## config.mk

```make
export PLATFORM = sky130hd
export DESIGN_NAME = sfit_bist_core
export DESIGN_NICKNAME = d
export VERILOG_FILES = /design/src/rtl/sfit_pkg.sv /design/src/rtl/sfit_seq.sv /design/src/rtl/sfit_dp.sv /design/src/rtl/sfit_sig.sv /design/src/rtl/sfit_bist_core.sv
export SDC_FILE = /design/constraint.sdc
export NUM_CORES = 1
export LEC_CHECK = 0
export ABC_CLOCK_PERIOD_IN_PS = 14800
export BUFFER_PORTS_ARGS = -buffer_cell sky130_fd_sc_hd__buf_4
export CAP_MARGIN = 5
export CELL_PAD_IN_SITES_DETAIL_PLACEMENT = 1
export CELL_PAD_IN_SITES_GLOBAL_PLACEMENT = 1
export CORE_MARGIN = 4
export CORE_UTILIZATION = 50
export CTS_CLUSTER_SIZE = 8
export DETAILED_ROUTE_END_ITERATION = 7
export PLACE_DENSITY_LB_ADDON = 0.1
export RECOVER_POWER = 50
export SLEW_MARGIN = 20
export SYNTH_ARGS = -nofsm -noshare
export SYNTH_HDL_FRONTEND = slang
export SYNTH_SLANG_ARGS = --single-unit
```

## constraint.sdc

```tcl
create_clock -name clk -period 14.8 [get_ports clk]
set_input_delay 2.96 -clock clk [delete_from_list [all_inputs] [get_ports clk]]
set_output_delay 2.96 -clock clk [all_outputs]
set_load 0.02 [all_outputs]
```

## src/rtl/sfit_pkg.sv

```systemverilog
// Shared types for the sine-fit self-test datapath.
// Assumes: one controller drives one datapath; no other user of these types.
package sfit_pkg;

    typedef enum logic [2:0] {
        PH_IDLE,
        PH_OFS,
        PH_DIV,
        PH_AMP,
        PH_ERR,
        PH_SIGX,
        PH_SIGE,
        PH_DONE
    } sfit_phase_e;

    typedef enum logic [1:0] {
        ST_WAIT,
        ST_REQ,
        ST_RESP
    } sfit_step_e;

    // One-cycle strobes from the controller to the datapath and shifter.
    typedef struct packed {
        logic acc_clr;
        logic acc_ofs;
        logic acc_err;
        logic take;
        logic off_ld;
        logic x0_init;
        logic x0_upd;
        logic sig_ldx;
        logic sig_lde;
        logic sig_sh;
    } sfit_ctl_t;

endpackage

```

## src/rtl/sfit_seq.sv

```systemverilog
// Phase sequencer: offset sum, division, amplitude learning, error sum,
// signature shift. Issues CORDIC requests one at a time and waits for ready.
// Assumes: cor_ready answers each request exactly once.
module sfit_seq
    import sfit_pkg::*;
#(
    parameter int SMP_REC = 563,
    parameter int AMP_N   = 281,
    parameter int X_W     = 16,
    parameter int ACC_W   = 21
) (
    input  logic      clk,
    input  logic      rst_n,
    input  logic      start,
    input  logic      smp_valid,
    input  logic      cor_ready,
    input  logic      shift_en,
    output logic      cor_req,
    output logic      cor_mode,
    output logic      done,
    output sfit_ctl_t ctl
);

    localparam int CNT_W = $clog2(SMP_REC + 1);
    localparam logic [CNT_W-1:0] REC_LAST = CNT_W'(SMP_REC - 1);
    localparam logic [CNT_W-1:0] AMP_LAST = CNT_W'(AMP_N - 1);
    localparam logic [CNT_W-1:0] X_LAST   = CNT_W'(X_W - 1);
    localparam logic [CNT_W-1:0] A_LAST   = CNT_W'(ACC_W - 1);

    sfit_phase_e      phase;
    sfit_step_e       step;
    logic [CNT_W-1:0] cnt;

    logic             launch;
    logic             fit_ph;
    logic             fit_last;
    logic             got_ref;

    // Derived conditions shared by the state update and the strobes.
    always_comb begin
        launch   = ((phase == PH_IDLE) || (phase == PH_DONE)) && start;
        fit_ph   = (phase == PH_AMP) || (phase == PH_ERR);
        fit_last = (phase == PH_AMP) ? (cnt == AMP_LAST) : (cnt == REC_LAST);
        got_ref  = (step == ST_RESP) && cor_ready;
    end

    // Phase, handshake step and sample/bit counter.
    always_ff @(posedge clk) begin
        if (!rst_n) begin
            phase <= PH_IDLE;
            step  <= ST_WAIT;
            cnt   <= '0;
        end else begin
            case (phase)
                PH_IDLE, PH_DONE: begin
                    if (start) begin
                        phase <= PH_OFS;
                        step  <= ST_WAIT;
                        cnt   <= '0;
                    end
                end
                PH_OFS: begin
                    if (smp_valid) begin
                        if (cnt == REC_LAST) begin
                            phase <= PH_DIV;
                            step  <= ST_REQ;
                            cnt   <= '0;
                        end else begin
                            cnt <= cnt + 1'b1;
                        end
                    end
                end
                PH_DIV: begin
                    if (step == ST_REQ) begin
                        step <= ST_RESP;
                    end else if (got_ref) begin
                        phase <= PH_AMP;
                        step  <= ST_WAIT;
                    end
                end
                PH_AMP, PH_ERR: begin
                    case (step)
                        ST_WAIT: if (smp_valid) step <= ST_REQ;
                        ST_REQ:  step <= ST_RESP;
                        ST_RESP: begin
                            if (cor_ready) begin
                                step <= ST_WAIT;
                                if (fit_last) begin
                                    cnt   <= '0;
                                    phase <= (phase == PH_AMP) ? PH_ERR : PH_SIGX;
                                end else begin
                                    cnt <= cnt + 1'b1;
                                end
                            end
                        end
                        default: step <= ST_WAIT;
                    endcase
                end
                PH_SIGX: begin
                    if (shift_en) begin
                        if (cnt == X_LAST) begin
                            phase <= PH_SIGE;
                            cnt   <= '0;
                        end else begin
                            cnt <= cnt + 1'b1;
                        end
                    end
                end
                PH_SIGE: begin
                    if (shift_en) begin
                        if (cnt == A_LAST) begin
                            phase <= PH_DONE;
                            cnt   <= '0;
                        end else begin
                            cnt <= cnt + 1'b1;
                        end
                    end
                end
                default: phase <= PH_IDLE;
            endcase
        end
    end

    // Request, mode, done and datapath strobes.
    always_comb begin
        cor_req      = ((phase == PH_DIV) || fit_ph) && (step == ST_REQ);
        cor_mode     = (phase == PH_DIV);
        done         = (phase == PH_DONE);
        ctl          = '0;
        ctl.x0_init  = launch;
        ctl.acc_clr  = launch || ((phase == PH_DIV) && got_ref);
        ctl.off_ld   = (phase == PH_DIV) && got_ref;
        ctl.acc_ofs  = (phase == PH_OFS) && smp_valid;
        ctl.take     = fit_ph && (step == ST_WAIT) && smp_valid;
        ctl.x0_upd   = (phase == PH_AMP) && got_ref;
        ctl.acc_err  = (phase == PH_ERR) && got_ref;
        ctl.sig_ldx  = (phase == PH_ERR) && got_ref && fit_last;
        ctl.sig_lde  = (phase == PH_SIGX) && shift_en && (cnt == X_LAST);
        ctl.sig_sh   = ((phase == PH_SIGX) && shift_en && (cnt != X_LAST)) ||
                       ((phase == PH_SIGE) && shift_en);
    end

endmodule

```

## src/rtl/sfit_dp.sv

```systemverilog
// Arithmetic datapath: sample latch, offset register, CORDIC start value
// with shift-only learning update, and the wide saturating accumulator.
// Assumes: strobes from sfit_seq; cor_result valid in the cycle cor_ready is high.
module sfit_dp
    import sfit_pkg::*;
#(
    parameter int X_W     = 16,
    parameter int ACC_W   = 21,
    parameter int LRN_SH  = 5,
    parameter int X0_INIT = 4096
) (
    input  logic                    clk,
    input  logic                    rst_n,
    input  sfit_ctl_t               ctl,
    input  logic signed [X_W-1:0]   smp_data,
    input  logic signed [X_W-1:0]   cor_result,
    output logic signed [X_W-1:0]   x0_q,
    output logic signed [ACC_W-1:0] acc_q
);

    localparam int D_W = X_W + 2;
    localparam logic signed [D_W:0]   X_HI = (D_W+1)'((2 ** (X_W - 1)) - 1);
    localparam logic signed [D_W:0]   X_LO = -(D_W+1)'(2 ** (X_W - 1));
    localparam logic signed [ACC_W:0] A_HI = (ACC_W+1)'((2 ** (ACC_W - 1)) - 1);
    localparam logic signed [ACC_W:0] A_LO = -(ACC_W+1)'(2 ** (ACC_W - 1));

    logic signed [X_W-1:0]   smp_q;
    logic signed [X_W-1:0]   off_q;
    logic signed [D_W-1:0]   ref_c;
    logic signed [D_W-1:0]   diff;
    logic signed [D_W-1:0]   dsg;
    logic signed [D_W-1:0]   absd;
    logic signed [D_W-1:0]   lstep;
    logic signed [D_W:0]     x0_sum;
    logic signed [X_W-1:0]   x0_nxt;
    logic signed [ACC_W-1:0] acc_in;
    logic signed [ACC_W:0]   acc_sum;
    logic signed [ACC_W-1:0] acc_nxt;

    // Fitting error and learning step from the latched sample.
    always_comb begin
        ref_c  = D_W'(cor_result) + D_W'(off_q);
        diff   = D_W'(smp_q) - ref_c;
        dsg    = cor_result[X_W-1] ? -diff : diff;
        absd   = diff[D_W-1] ? -diff : diff;
        lstep  = dsg >>> LRN_SH;
        x0_sum = (D_W+1)'(x0_q) + (D_W+1)'(lstep);
        if (x0_sum > X_HI)      x0_nxt = X_W'(X_HI);
        else if (x0_sum < X_LO) x0_nxt = X_W'(X_LO);
        else                    x0_nxt = X_W'(x0_sum);
    end

    // Saturating accumulate of a raw sample or an absolute error.
    always_comb begin
        acc_in  = ctl.acc_ofs ? ACC_W'(smp_data) : ACC_W'(absd);
        acc_sum = (ACC_W+1)'(acc_q) + (ACC_W+1)'(acc_in);
        if (acc_sum > A_HI)      acc_nxt = ACC_W'(A_HI);
        else if (acc_sum < A_LO) acc_nxt = ACC_W'(A_LO);
        else                     acc_nxt = ACC_W'(acc_sum);
    end

    // Register updates selected by controller strobes.
    always_ff @(posedge clk) begin
        if (!rst_n) begin
            smp_q <= '0;
            off_q <= '0;
            x0_q  <= X_W'(X0_INIT);
            acc_q <= '0;
        end else begin
            if (ctl.take)    smp_q <= smp_data;
            if (ctl.off_ld)  off_q <= cor_result;
            if (ctl.x0_init)     x0_q <= X_W'(X0_INIT);
            else if (ctl.x0_upd) x0_q <= x0_nxt;
            if (ctl.acc_clr) acc_q <= '0;
            else if (ctl.acc_ofs || ctl.acc_err) acc_q <= acc_nxt;
        end
    end

endmodule

```

## src/rtl/sfit_sig.sv

```systemverilog
// Signature shifter: loads the start value left-aligned, then the error sum,
// and presents its MSB as the serial output.
// Assumes: load and shift strobes are mutually exclusive per cycle.
module sfit_sig
    import sfit_pkg::*;
#(
    parameter int X_W   = 16,
    parameter int ACC_W = 21
) (
    input  logic             clk,
    input  logic             rst_n,
    input  sfit_ctl_t        ctl,
    input  logic [X_W-1:0]   x0_q,
    input  logic [ACC_W-1:0] acc_q,
    output logic             sig_bit
);

    logic [ACC_W-1:0] shreg;

    // Load or advance the serial signature register.
    always_ff @(posedge clk) begin
        if (!rst_n)           shreg <= '0;
        else if (ctl.sig_ldx) shreg <= {x0_q, {(ACC_W - X_W){1'b0}}};
        else if (ctl.sig_lde) shreg <= acc_q;
        else if (ctl.sig_sh)  shreg <= {shreg[ACC_W-2:0], 1'b0};
    end

    assign sig_bit = shreg[ACC_W-1];

endmodule

```

## src/rtl/sfit_bist_core.sv

```systemverilog
// Top of the sine-fit self-test datapath: sequencer, arithmetic and shifter.
// Assumes: an external CORDIC unit answers each cor_req with one cor_ready.
module sfit_bist_core
    import sfit_pkg::*;
#(
    parameter int X_W         = 16,
    parameter int ACC_GUARD   = 5,
    parameter int SMP_REC     = 563,
    parameter int REC_PERIODS = 64,
    parameter int AMP_PERIODS = 32,
    parameter int LRN_SH      = 5,
    parameter int X0_INIT     = 4096,
    localparam int ACC_W      = X_W + ACC_GUARD,
    localparam int AMP_N      = SMP_REC * AMP_PERIODS / REC_PERIODS
) (
    input  logic             clk,
    input  logic             rst_n,
    input  logic             start,
    input  logic             smp_valid,
    input  logic [X_W-1:0]   smp_data,
    output logic             cor_req,
    output logic             cor_mode,
    output logic [ACC_W-1:0] cor_xin,
    input  logic             cor_ready,
    input  logic [X_W-1:0]   cor_result,
    input  logic             shift_en,
    output logic             sig_bit,
    output logic             done
);

    sfit_ctl_t               ctl;
    logic signed [X_W-1:0]   x0_q;
    logic signed [ACC_W-1:0] acc_q;

    sfit_seq #(
        .SMP_REC (SMP_REC),
        .AMP_N   (AMP_N),
        .X_W     (X_W),
        .ACC_W   (ACC_W)
    ) u_seq (
        .clk       (clk),
        .rst_n     (rst_n),
        .start     (start),
        .smp_valid (smp_valid),
        .cor_ready (cor_ready),
        .shift_en  (shift_en),
        .cor_req   (cor_req),
        .cor_mode  (cor_mode),
        .done      (done),
        .ctl       (ctl)
    );

    sfit_dp #(
        .X_W     (X_W),
        .ACC_W   (ACC_W),
        .LRN_SH  (LRN_SH),
        .X0_INIT (X0_INIT)
    ) u_dp (
        .clk        (clk),
        .rst_n      (rst_n),
        .ctl        (ctl),
        .smp_data   (smp_data),
        .cor_result (cor_result),
        .x0_q       (x0_q),
        .acc_q      (acc_q)
    );

    sfit_sig #(
        .X_W   (X_W),
        .ACC_W (ACC_W)
    ) u_sig (
        .clk     (clk),
        .rst_n   (rst_n),
        .ctl     (ctl),
        .x0_q    (x0_q),
        .acc_q   (acc_q),
        .sig_bit (sig_bit)
    );

    // Operand to the CORDIC: record sum for division, else start value.
    assign cor_xin = cor_mode ? acc_q : ACC_W'(x0_q);

endmodule

```

==> results.md, run 1 <==
* Post-DP HPWL at 20,400 um
* Post-synthesis sequential area ratio at 0.236
* Hold buffer count at CTS at 0
* Mapped Cells at 1,154
* Drc violations at 0
* Worst EP required at 15.04 ns
* Register-to-Register Setup Slack at 8.31 ns
* Synth-to-layout area growth at 9.67%
* Fin. Hold Viols at 0
* Synth Register Bits at 105
* VDD IR-drop max at 68.1 uV
* Worst slew margin at -0.348
* Wire length per cell at 19.0 um
* Slew @ Worst Pin at 2.01 ns
* Worst setup margin at 5.95 ns
* Post-CTS setup buffers at 0
* Yosys top cell area share at 0.236
* GP Congestion at 0.901
* Die area at 20,100 um2
* R2R cell count at 26
* Top cells by area, synth: dfxtp_1 (24%), ha_1 (9.3%), nand2_1 (7.0%)
* First-pass GRT wire length at 43,600 um
* Clock net sink count at 105
* Die width at 142 um
* Fillers at 2,242
* Setup_tns at 0 ns
* Asr flop ratio synth at 0
* Hold/Removal Path Class: flop to flop
* Reg-to-reg startpoint: u_dp.off_q[4]
* Post-route ant nets at 0
* Mapped Area at 8920 um2
* Initial Util at 0.512
* CTS root buffer: clkbuf_16
* Max Cap Viol at 1
* Post-CTS Resized at 0
* Maximum buffer depth of the clock tree at 2
* First-pass iteration count of the detailed router at 5
* Crit Path Category: primary input to flop
* RSZ-0062 raised after global routing: no
* Die Ht at 142 um
* DP Worst Slack at 5.61 ns
* Area leader, netlist: dfxtp_1
* P_leak at 3.93 nW
* Core area at 17,400 um2
* Synth warn at 0
* First DRT Iteration DRCs at 403
* EDFF count, synth at 0
* Worst-path clk slew at 0.08 ns
* Clock latency at the later pin of the worst-skew pair at 0.37 ns
* Min Clock Period, post-route at 8.85 ns
* Critical path peak fanout at 16
* Slew Limit Fails at 33
* Worst reg2reg endpoint: u_dp.acc_q[5]
* GRT Overall Usage at 0.269
* Layout cell share with drive strength beyond 1 at 0.0960
* Via/cell ratio at 5.88
* Hold path depth at 2
* PD cells at 132 nW/um2
* Final period util at 0.598
* Synth Net Count at 1,276
* F_max at 113 MHz
* Layout net count at 1,304
* Worst Hold End: u_dp.off_q[15]
* Initial antenna violation count at 0
* Input/output buffers at 62
* GRT overflow at 0
* Failing checks: capacitance limit, slew limit
* Outcome: complete, but fails checks
* Total number of H-tree levels at 3
* Synth cell types at 79
* Arrival time at the worst endpoint at 9.08 ns
* Num rows at 48
* Most common cell in the synthesized netlist: nand2_1
* Worst setup EP type: flop
* Crit start category: primary input
* Synth Flop Type: dfxtp_1
* Vias in the first global route at 8,320
* CTS buffer count at 9
* Multi-input gate area at 6320 um2
* I/O pins at 63
* Syn_area_per_cell at 7.73 um2
* Largest net degree at the start of global routing at 57
* Final setup fails at 0
* Commonest cells in the netlist: nand2_1 (167), nor2_1 (111), dfxtp_1 (105), a21oi_1 (92), inv_1 (69)
* Vias at 8,304
* Detailed Route WL at 26,800 um
* Clock Skew at 0.00956 ns
* CTS tree: done
* Storage element area at 2100 um2
* Worst hold start: u_dp.off_q[15]
* Ant. Diodes at 0
area by class of cell:
type,count,area share
multi-input cells,924,0.646
well taps,225,0.0288
repair buffers,71,0.0541
clock inverters,7,0.00614
clock buffers,9,0.0230
inverters,71,0.0272
flip-flops and latches,105,0.215
cell usage in the layout (no fill, tap or decap), drive strengths merged, types with 8 or more instances in the layout:
cell type	Yosys	final
a21oi	94	94
ha	66	66
buf	9	69
nor3	14	14
clkbuf	44	11
dfxtp	105	105
xor2	38	38
fa	18	18
nor2	111	111
a21boi	34	34
a21o	21	21
o21a	8	8
o21ai	52	52
and3	9	9
nor2b	29	29
maj3	36	36
nand2b	8	8
nand2	169	169
nand3	8	8
xnor2	39	39
a211oi	38	38
nand4	8	8
mux2i	26	26
inv	70	74
worst max-delay path by stage:
stage / cells past startpoint / slack (ns) / startpoint / endpoint
3_3_place_gp: 21 / 5.33 / cor_result[2] / u_dp.x0_q[0]
5_1_grt: 27 / 5.45 / cor_result[4] / u_dp.acc_q[6]
2_1_floorplan: 24 / 6.35 / cor_result[7] / u_dp.acc_q[13]
3_5_place_dp: 27 / 5.61 / cor_result[4] / u_dp.acc_q[0]
4_1_cts: 27 / 5.98 / cor_result[4] / u_dp.acc_q[13]
6_report: 27 / 5.95 / cor_result[4] / u_dp.acc_q[5]
per-stage QoR:
step	power, mW	hold WS, ns	cell area (um2)	std cells	util
floorplan	0.875	0.443	8920	1154	-
global placement	1.03	0.454	9500	1396	0.546
detailed placement	1.04	0.460	9510	1396	0.546
CTS	1.30	0.471	9790	1412	0.562
global route	1.39	0.498	9790	1412	0.562
finish	1.29	0.465	9790	1412	0.562
layer usage:
| layer | vias up | global-route usage | wire [um] |
|---|---|---|---|
| met2 | 142 | 0.457 | 12900 |
| met3 | 31 | 0.0361 | 956 |
| met1 | 4088 | 0.362 | 12500 |
| met5 | - | 0 | 0 |
| met4 | 0 | 0.0652 | 531 |
| li1 | 4043 | - | - |
report_power, final:
group	switching [mW]	leakage [nW]	internal (mW)	total [mW]
Sequential	0.0210	0.848	0.300	0.321
Combinational	0.433	2.95	0.294	0.727
Clock	0.128	0.131	0.118	0.246
flip-flops by register name, summed over array words and instances (netlist names):
signal / cells
u_dp.acc_q: 21
u_sig.shreg: 21
u_dp.off_q: 16
u_dp.smp_q: 16
u_dp.x0_q: 16
u_seq.cnt: 10
u_seq.phase: 3
u_seq.step: 2
cells by family after synthesis:
kind of cell | after synthesis | synth area share
mux | 29 | 0.0329
buf+inv | 125 | 0.0576
compound gates | 303 | 0.223
xor+xnor | 77 | 0.0764
fa+ha+maj | 120 | 0.173
flops | 105 | 0.236
simple gates | 395 | 0.201
critical path: stages:
cell	delay (ns)
buf_4	0.08
inv_1	0.05
fa_1	0.48
ha_1	0.47
o211ai_1	0.19
o211a_4	0.29
o21ai_1	0.22
a31oi_1	0.11
nor2b_1	0.15
nand2_1	0.07
a21oi_1	0.33
inv_2	0.25
nand2_1	0.12
o21ai_1	0.08
mux2_2	0.27
ha_1	0.29
a211o_1	0.28
a2111oi_0	0.53
nor3_1	0.16
o32a_1	0.41
a21o_1	0.19
nand2b_1	0.10
nand4_1	0.09
o21ai_1	0.28
buf_4	0.33
maj3_1	0.20
a21oi_1	0.06
Note: power is estimated with default switching activity, not from simulation.
==> run 2, diff against run 1 <==
Settings changed: ABC_AREA set to 1, ABC_CLOCK_PERIOD_IN_PS 14800 to 9000, CORE_UTILIZATION 50 to 44.
Clock period 14.8 ns to 9 ns, I/O delays scaled along.
==> run 2 against run 1 <==
Against the previous run: the run still ends with capacitance limit, slew limit left; global-route usage increased by 0.31 points; synthesized cell count increased by 29%; clock skew increased by 0.0037 ns; flip-flop and latch count unchanged; worst hold slack improved by 0.0063 ns; first-iteration DRC count increased by 57%; clock power increased by 73%; sequential share of layout area decreased by 1.0 points.
==> results.md, run 2 <==
* Largest net degree at the start of global routing at 54
* EDFF count, synth at 0
* Initial Util at 0.446
* Worst EP required at 9.22 ns
* Die width at 154 um
* Worst setup EP type: flop
* CTS buffer count at 9
* Crit Path Category: primary input to flop
* Via/cell ratio at 5.49
* Post-CTS Resized at 0
* Critical path peak fanout at 12
* Post-CTS setup buffers at 0
* Outcome: complete, but fails checks
* PD cells at 221 nW/um2
* Arrival time at the worst endpoint at 7.78 ns
* Max stage delay cell, worst path: a21oi_1
* Mapped Area at 9380 um2
* Layout net count at 1,643
* Ant. Diodes at 0
* Post-route cell area at 10,300 um2
* Hold buffer count at CTS at 0
* Fin. Hold Viols at 0
* Synth cell types at 48
* Num rows at 53
* Top flop regs: u_dp.acc_q (21), u_sig.shreg (21)
* First-pass GRT wire length at 52,800 um
* Drc violations at 0
* I/O pins at 63
* Syn_area_per_cell at 6.29 um2
* DR top layer: met4
* Slew Limit Fails at 33
* Vias at 9,882
* Synth warn at 0
* Die area at 23,700 um2
* Final setup fails at 0
* CTS tree: done
* Area leader, netlist: dfxtp_1
* Metal2 WL at 15,200 um
* Synth Net Count at 1,613
* Delay of the slowest critical-path stage at 0.77 ns
* Total number of H-tree levels at 3
* Clock net sink count at 105
* Initial antenna violation count at 0
* Post-DP Area at 10,000 um2
* Met1 WL at 15,600 um
* Mapped Cells at 1,491
* Max Cap Viol at 1
* Slew @ Worst Pin at 1.57 ns
* Crit start category: primary input
* Min Clock Period, post-route at 7.56 ns
* Most frequent cells in the layout: nand2_1 (352), inv_1 (229), a21oi_1 (139)
* Worst hold start: u_sig.shreg[0]
* Commonest non-fill, non-tap cell in the layout: nand2_1
* GP Congestion at 0.922
* Wire length per cell at 17.9 um
* Asr flop ratio synth at 0
* WL met3 at 1180 um
* Post-DP HPWL at 25,500 um
* RSZ-0062 raised after global routing: no
* Critical Path Start: cor_result[3]
* Most common cell in the synthesized netlist: nand2_1
* Die Ht at 154 um
* Vias in the first global route at 9,967
* CTS root buffer: clkbuf_16
* Core area at 21,000 um2
* F_max at 132 MHz
* Clock Skew at 0.0133 ns
* Final period util at 0.840
* First DRT Iteration DRCs at 632
* Hold/Removal Path Class: flop to flop
* Synth Register Bits at 105
* Worst slew margin at -0.0478
* GRT overflow at 0
* Worst-path clk slew at 0.08 ns
* VDD IR-drop max at 116 uV
* Detailed Route WL at 32,200 um
* Maximum buffer depth of the clock tree at 2
* Layout cell share with drive strength beyond 1 at 0.0813
* Yosys top cell area share at 0.224
* Failing checks: capacitance limit, slew limit
* P_leak at 4.95 nW
* Fillers at 2,872
* Input/output buffers at 62
* First-pass iteration count of the detailed router at 5
* Top cells by area, synth: dfxtp_1 (22%), nand2_1 (14%), inv_1 (9.2%)
* CP most frequent cell: nand2_1
* Post-route ant nets at 0
* Reg-to-reg startpoint: u_dp.off_q[2]
* Clock latency at the later pin of the worst-skew pair at 0.37 ns
* Commonest cells in the netlist: nand2_1 (351), inv_1 (230), a21oi_1 (139), o21ai_0 (124), nand3_1 (117)
* Post-synthesis sequential area ratio at 0.224
* Setup_tns at 0 ns
* GRT Overall Usage at 0.272
* Synth Flop Type: dfxtp_1
* Synth-to-layout area growth at 9.63%
==> run 2: cell count changes after synthesis, sizes merged, moves of 36 or more <==
cell    previous run  this run
inv               70       238
nand3              8       119
a211oi            38         0
o21ai             52       140
maj3              36         0
nand2            169       362
a21oi             94       144
==> run 2: cell families after synthesis <==
| family | count (synthesis) | synth area share |
|---|---|---|
| and+or+nand+nor | 645 | 0.297 |
| AOI/OAI and AO/OA | 334 | 0.200 |
| buffers and inverters | 287 | 0.118 |
| DFF | 105 | 0.224 |
| adders and majority gates | 84 | 0.126 |
| xor gates and xnor gates | 36 | 0.0344 |
==> run 2: metal layers <==
metal  vias to the layer above  GRT usage
met5                         -          0
met1                      4781      0.381
met2                       152      0.455
li1                       4927          -
met4                         0     0.0399
met3                        22     0.0383
==> run 2: worst paths after layout <==
kind | endpoint | slack, ns | depth (start not counted)
setup / recovery | u_dp.x0_q[9] | 1.44 | 31
hold / removal | u_sig.shreg[0] | 0.47 | 2
setup reg to reg | u_dp.x0_q[9] | 2.63 | 29
hold reg to reg | u_sig.shreg[0] | 0.47 | 2
==> run 2: worst max-delay path: cells and delay by family <==
| kind | cells | cell delay, ns |
|---|---|---|
| AO/OA/AOI/OAI | 6 | 2.06 |
| AND/OR/NAND/NOR | 18 | 2.12 |
| buffers and inverters | 3 | 0.18 |
| adder cells (fa/ha/maj) | 4 | 1.63 |
==> run 2: area by class of cell <==
class,instances,area [um2],share of cell area
Clock buffer,10,229,0.0223
Inverter,240,901,0.0876
Clock inverter,6,75.1,0.00730
Timing Repair Buffer,66,473,0.0460
Sequential cell,105,2100,0.204
Multi-Input combinational cell,1099,6160,0.599
Tap cell,275,344,0.0335
==> run 2: power breakdown <==
group          switching [mW]  total (mW)  internal (mW)
sequential             0.0333       0.530          0.496
clock                   0.205       0.426          0.221
combinational           0.902        1.32          0.413
total                    1.14        2.27           1.13
==> run 2: stage by stage <==
stage / worst slack [ns] / util / power [mW] / instances / hold slack (ns)
5_1_grt: 0.842 / 0.489 / 2.48 / 1801 / 0.491
6_report: 1.44 / 0.489 / 2.27 / 1801 / 0.471
3_5_place_dp: 1.27 / 0.477 / 1.85 / 1785 / 0.458
3_3_place_gp: 1.46 / 0.476 / 1.82 / 1785 / 0.446
2_1_floorplan: 3.01 / - / 1.50 / 1491 / 0.437
4_1_cts: 1.55 / 0.491 / 2.28 / 1801 / 0.470
